--- src/rtl/mutex_pkg.sv ---
package mutex_pkg;

  typedef enum logic [1:0] {
    ST_IDLE = 2'd0,
    ST_GNT0 = 2'd1,
    ST_GNT1 = 2'd2
  } arb_state_e;

  // Winner choice from the idle state.
  // req  : synchronized requests this cycle
  // prev : synchronized requests one cycle earlier
  // last : previous winner
  // Returns the client index.
  function automatic logic pick_winner(input logic [1:0] req,
                                       input logic [1:0] prev,
                                       input logic       last);
    logic [1:0] older;
    older = req & prev;
    if (!(req[0] && req[1])) begin
      pick_winner = req[1];
    end else if (older == 2'b01) begin
      pick_winner = 1'b0;
    end else if (older == 2'b10) begin
      pick_winner = 1'b1;
    end else begin
      pick_winner = ~last;
    end
  endfunction

endpackage

--- src/rtl/mutex_sync_chain.sv ---
module mutex_sync_chain #(
  parameter int STAGES = 2,
  parameter int WIDTH  = 2
) (
  input  logic             clk,
  input  logic             rst_n,
  input  logic [WIDTH-1:0] d_i,
  output logic [WIDTH-1:0] q_o
);

  generate
    if (STAGES < 2) begin : g_bad_depth
      $error("mutex_sync_chain: STAGES must be at least 2");
    end
  endgenerate

  logic [STAGES-1:0][WIDTH-1:0] stg_q;

  always_ff @(posedge clk or negedge rst_n) begin
    if (!rst_n) begin
      stg_q <= '0;
    end else begin
      stg_q <= {stg_q[STAGES-2:0], d_i};
    end
  end

  assign q_o = stg_q[STAGES-1];

endmodule

--- src/rtl/mutex_grant_fsm.sv ---
module mutex_grant_fsm
  import mutex_pkg::*;
(
  input  logic       clk,
  input  logic       rst_n,
  input  logic [1:0] sreq_i,
  output logic [1:0] ack_o
);

  arb_state_e st_q, st_nxt;
  logic [1:0] prev_q;
  logic       last_q;
  logic       win;
  logic       grant_fire;
  logic [1:0] ack_nxt;

  // Next-state process
  always_comb begin
    st_nxt     = st_q;
    grant_fire = 1'b0;
    win        = pick_winner(sreq_i, prev_q, last_q);
    case (st_q)
      ST_IDLE: begin
        if (|sreq_i) begin
          grant_fire = 1'b1;
          st_nxt     = win ? ST_GNT1 : ST_GNT0;
        end
      end
      ST_GNT0: if (!sreq_i[0]) st_nxt = ST_IDLE;
      ST_GNT1: if (!sreq_i[1]) st_nxt = ST_IDLE;
      default: st_nxt = ST_IDLE;
    endcase
    ack_nxt = {st_nxt == ST_GNT1, st_nxt == ST_GNT0};
  end

  // Register process
  always_ff @(posedge clk or negedge rst_n) begin
    if (!rst_n) begin
      st_q   <= ST_IDLE;
      prev_q <= '0;
      ack_o  <= '0;
      last_q <= 1'b1;
    end else begin
      st_q   <= st_nxt;
      prev_q <= sreq_i;
      ack_o  <= ack_nxt;
      if (grant_fire) begin
        last_q <= win;
      end
    end
  end

endmodule

--- src/rtl/mutex_proto_err.sv ---
module mutex_proto_err (
  input  logic       clk,
  input  logic       rst_n,
  input  logic [1:0] sreq_i,
  input  logic [1:0] ack_i,
  output logic       err_o
);

  logic [1:0] prev_q;
  logic       withdrawn;

  assign withdrawn = |(prev_q & ~sreq_i & ~ack_i);

  always_ff @(posedge clk or negedge rst_n) begin
    if (!rst_n) begin
      prev_q <= '0;
      err_o  <= 1'b0;
    end else begin
      prev_q <= sreq_i;
      if (withdrawn) begin
        err_o <= 1'b1;
      end
    end
  end

endmodule

--- src/rtl/mutex_arbiter2.sv ---
module mutex_arbiter2 #(
  parameter int SYNC_STAGES = 2
) (
  input  logic       clk,
  input  logic       rst_n,
  input  logic [1:0] req_i,
  output logic [1:0] ack_o,
  output logic       proto_err_o
);

  localparam int NCLIENT = 2;

  logic [NCLIENT-1:0] req_sync;

  mutex_sync_chain #(
    .STAGES(SYNC_STAGES),
    .WIDTH (NCLIENT)
  ) u_sync (
    .clk  (clk),
    .rst_n(rst_n),
    .d_i  (req_i),
    .q_o  (req_sync)
  );

  mutex_grant_fsm u_fsm (
    .clk   (clk),
    .rst_n (rst_n),
    .sreq_i(req_sync),
    .ack_o (ack_o)
  );

  mutex_proto_err u_err (
    .clk   (clk),
    .rst_n (rst_n),
    .sreq_i(req_sync),
    .ack_i (ack_o),
    .err_o (proto_err_o)
  );

endmodule

--- config.mk ---
export PLATFORM = sky130hd
export DESIGN_NAME = mutex_arbiter2
export DESIGN_NICKNAME = d
export VERILOG_FILES = /design/src/rtl/mutex_pkg.sv /design/src/rtl/mutex_sync_chain.sv /design/src/rtl/mutex_grant_fsm.sv /design/src/rtl/mutex_proto_err.sv /design/src/rtl/mutex_arbiter2.sv
export SDC_FILE = /design/constraint.sdc
export NUM_CORES = 1
export LEC_CHECK = 0
export ABC_AREA = 1
export BUFFER_PORTS_ARGS = -buffer_cell sky130_fd_sc_hd__buf_2
export CORE_AREA = 8 8 45 47
export CTS_CLUSTER_SIZE = 28
export DETAILED_ROUTE_END_ITERATION = 12
export DIE_AREA = 0 0 53 55
export GPL_ROUTABILITY_DRIVEN = 0
export PLACE_DENSITY_LB_ADDON = 0.25
export SLEW_MARGIN = 0
export SYNTH_ARGS = -nofsm -noshare
export SYNTH_HDL_FRONTEND = slang
export SYNTH_SLANG_ARGS = --single-unit
--- constraint.sdc ---
create_clock -name clk -period 1 [get_ports clk]
set_clock_uncertainty 0.1 [all_clocks]
set_input_delay 0.05 -clock clk [delete_from_list [all_inputs] [get_ports clk]]
set_output_delay 0.05 -clock clk [all_outputs]
set_load 0.02 [all_outputs]
==> results.sh <==
export IMPL_viasPerCell=4.214
export IMPL_grt_max_degree=13
export IMPL_layout_commonest_cell="dfrtp_1"
export IMPL_pin_count=7
export IMPL_ys_seq_area_share_pct=70.88
export IMPL_seqPwrFrac_pct=50.8
export IMPL_combPwrFrac_pct=18.3
export IMPL_p_int_mw=0.8796
export IMPL_antenna_left=0
export IMPL_clock_tree_buffer_depth=2
export IMPL_core_mm2=0.001384
export IMPL_h_tree_depth=1
export IMPL_slowest_stage="dfstp_2"
export IMPL_grt_ovfl_total=0
export IMPL_timing_worst_setup_path_type="reg -> reg"
export IMPL_syn_num_nets=44
export IMPL_die_area_mm2=0.002915
export IMPL_pre_cts_ws_ns=-0.1042
export IMPL_fmaxAchievable_mhz=891.0
export IMPL_p_clk_share_pct=30.9
export IMPL_hpwl_um=521.8
export IMPL_worstMarginPinSlew_ns=0.2668
export IMPL_avgSynthCellArea_um2=10.64
export IMPL_netlist_instances=40
export IMPL_io_buffers=6
export IMPL_die_width_um=53
export IMPL_crit_buf_inv=1
export IMPL_cp_end_kind="flip-flop"
export IMPL_worst_slack_ns=-0.1223
export IMPL_cts_tree="yes"
export IMPL_status="finished with violations"
export IMPL_final_setup_tns_ns=-0.5045
export IMPL_cp_data_arrival_time_ns=1.19
export IMPL_cp_common_cell="nor2_2"
export IMPL_finalCritPeriodShare_pct=112.2
export IMPL_wirelength_um=696
export IMPL_power_leakage_nw=0.2942
export IMPL_crit_path_start_kind="flip-flop"
export IMPL_fp_dieH_um=55
export IMPL_syn_cell_area_um2=425.4
export IMPL_syn_to_final_growth_pct=30.88
export IMPL_ys_types=11
export IMPL_switchingPower_mw=0.3353
export IMPL_required_ns=1.06
export IMPL_antennaDiodeCount=0
export IMPL_min_period_ns=1.122
export IMPL_yosys_warnings=0
export IMPL_rows=14
export IMPL_first_global_vias=274
export IMPL_hold_class="in -> async"
export IMPL_final_core_util_pct=40.24
export IMPL_rsz0062_at_grt="yes"
export IMPL_setup_viol=5
export IMPL_drive_above_1_share_pct=33.33
export IMPL_netSwitchingFraction_pct=27.60
export IMPL_numClockSinks=12
export IMPL_root_buffer="clkbuf_4"
export IMPL_drv_cap=0
export IMPL_cpPeakStageDelay_ns=0.55
export IMPL_violations="setup timing"
export IMPL_antenna_found_initial=0
export IMPL_cp_max_fo=3
export IMPL_vias=295
export IMPL_first_pass_iters=2
export IMPL_power_density_mw_per_mm2=2182
export IMPL_slew_viol_final=0
export IMPL_final_cell_mix="11 x dfrtp_1, 10 x nand2_1, 6 x buf_2"
export IMPL_max_vdd_ir_drop_v=0.0008464
export IMPL_clk_latency_ns=0.27
export IMPL_final_hold_violation_count=0
export IMPL_cts_setup_buffers=0
export IMPL_track_usage_pct=5.414
export IMPL_crit_chain="nor2_2 > nor2_2 > nand3_1 > nand3_2 > inv_1"
export IMPL_wire_per_inst_um=9.943
export IMPL_synth_seq_cells=12
export IMPL_crit_family="flip-flops"
export IMPL_grt_pass1_wl_um=1131
export IMPL_initial_core_util_pct=30.74
export IMPL_drcViolationCount=0
export IMPL_drtIter0Drc=2
export IMPL_nets=59
export IMPL_cts_buffers=3
export IMPL_clkTransAtPathRegs_ns=0.07
export IMPL_slew_headroom_pct=82.22
cells in the mapped netlist, drive strengths merged:
| library cell | number | area (um^2) |
|---|---|---|
| nand2 | 10 | 37.54 |
| o21ai | 1 | 5.000 |
| nor2 | 4 | 20.02 |
| nand3 | 4 | 20.02 |
| o211ai | 1 | 7.510 |
| nand3b | 1 | 7.510 |
| inv | 7 | 26.27 |
| dfrtp | 11 | 275.3 |
| dfstp | 1 | 26.28 |
per-layer routing:
metal / vias up / part of all wire [%] / routed length (um) / track usage, %
met2: 8 / 45 / 316 / 7.422
met4: 0 / 0 / 0 / 3.879
met1: 136 / 47 / 329 / 6.426
met3: 0 / 7.2 / 50 / 2.674
met5: - / 0 / 0 / 0
li1: 151 / - / - / -
state kept, by name (all words and copies together), names as in the netlist:
register and cells:
u_err.prev_q 2, u_fsm.ack_o 2, u_fsm.st_q 2, u_sync.q_o 2, u_sync.stg_q 2, u_err.err_o 1
u_fsm.last_q 1
repair_timing:
| action | CTS | global route |
|---|---|---|
| pin swaps | 0 | 2 |
| hold buffers | 3 | 0 |
| endpoints found under the hold margin | 14 | 0 |
| resized for setup | 2 | 1 |
| endpoints found under the setup margin | 5 | 5 |
worst paths after layout:
| kind | start | endpoint | slack (ns) | cells after the start |
|---|---|---|---|---|
| max in group asynchronous | rst_n | u_fsm.last_q | 0.45 | 2 |
| min in group clk | u_sync.stg_q[1] | u_sync.q_o[1] | 0.25 | 0 |
| setup / recovery | u_fsm.last_q | u_fsm.ack_o[1] | -0.12 | 5 |
| hold / removal | rst_n | u_err.prev_q[0] | 0.08 | 2 |
| setup reg to reg | u_fsm.last_q | u_fsm.ack_o[1] | -0.12 | 5 |
| hold reg to reg | u_sync.stg_q[1] | u_sync.q_o[1] | 0.25 | 0 |
cells by family (layout without fill, tap and decap cells):
logic type,count (synthesis),in the layout,share of synthesized area [%]
flops,12,12,70.88
compound gates,2,2,2.941
simple gates,19,19,20.00
buf+inv,7,21,6.175
power by group through the flow:
stage	Combinational, mW	Sequential (mW)	Clock [mW]
finish	0.223	0.617	0.375
global route	0.249	0.624	0.410
CTS	0.225	0.619	0.393
detailed placement	0.207	0.625	0
global placement	0.207	0.621	0
floorplan	0.116	0.642	0
per-stage QoR:
| step | hold WS [ns] | cell area [um^2] | power [mW] | instances |
|---|---|---|---|---|
| global route | 0.1199 | 556.8 | 1.284 | 70 |
| detailed placement | -0.1597 | 483.0 | 0.8317 | 63 |
| CTS | 0.08076 | 556.8 | 1.236 | 70 |
| finish | 0.07897 | 556.8 | 1.215 | 70 |
| global placement | -0.1628 | 483.0 | 0.8278 | 63 |
| floorplan | -0.3456 | 425.4 | 0.7581 | 40 |
cell type report:
class / instances / area (um^2)
fill: 146 / 827.0
clock buffer: 4 / 36.28
inverter: 7 / 26.28
timing repair buffer: 10 / 67.56
tap: 16 / 20.02
sequential: 12 / 301.5
multi-input combinational: 21 / 105.1
Note: power is estimated with default switching activity, not from simulation.
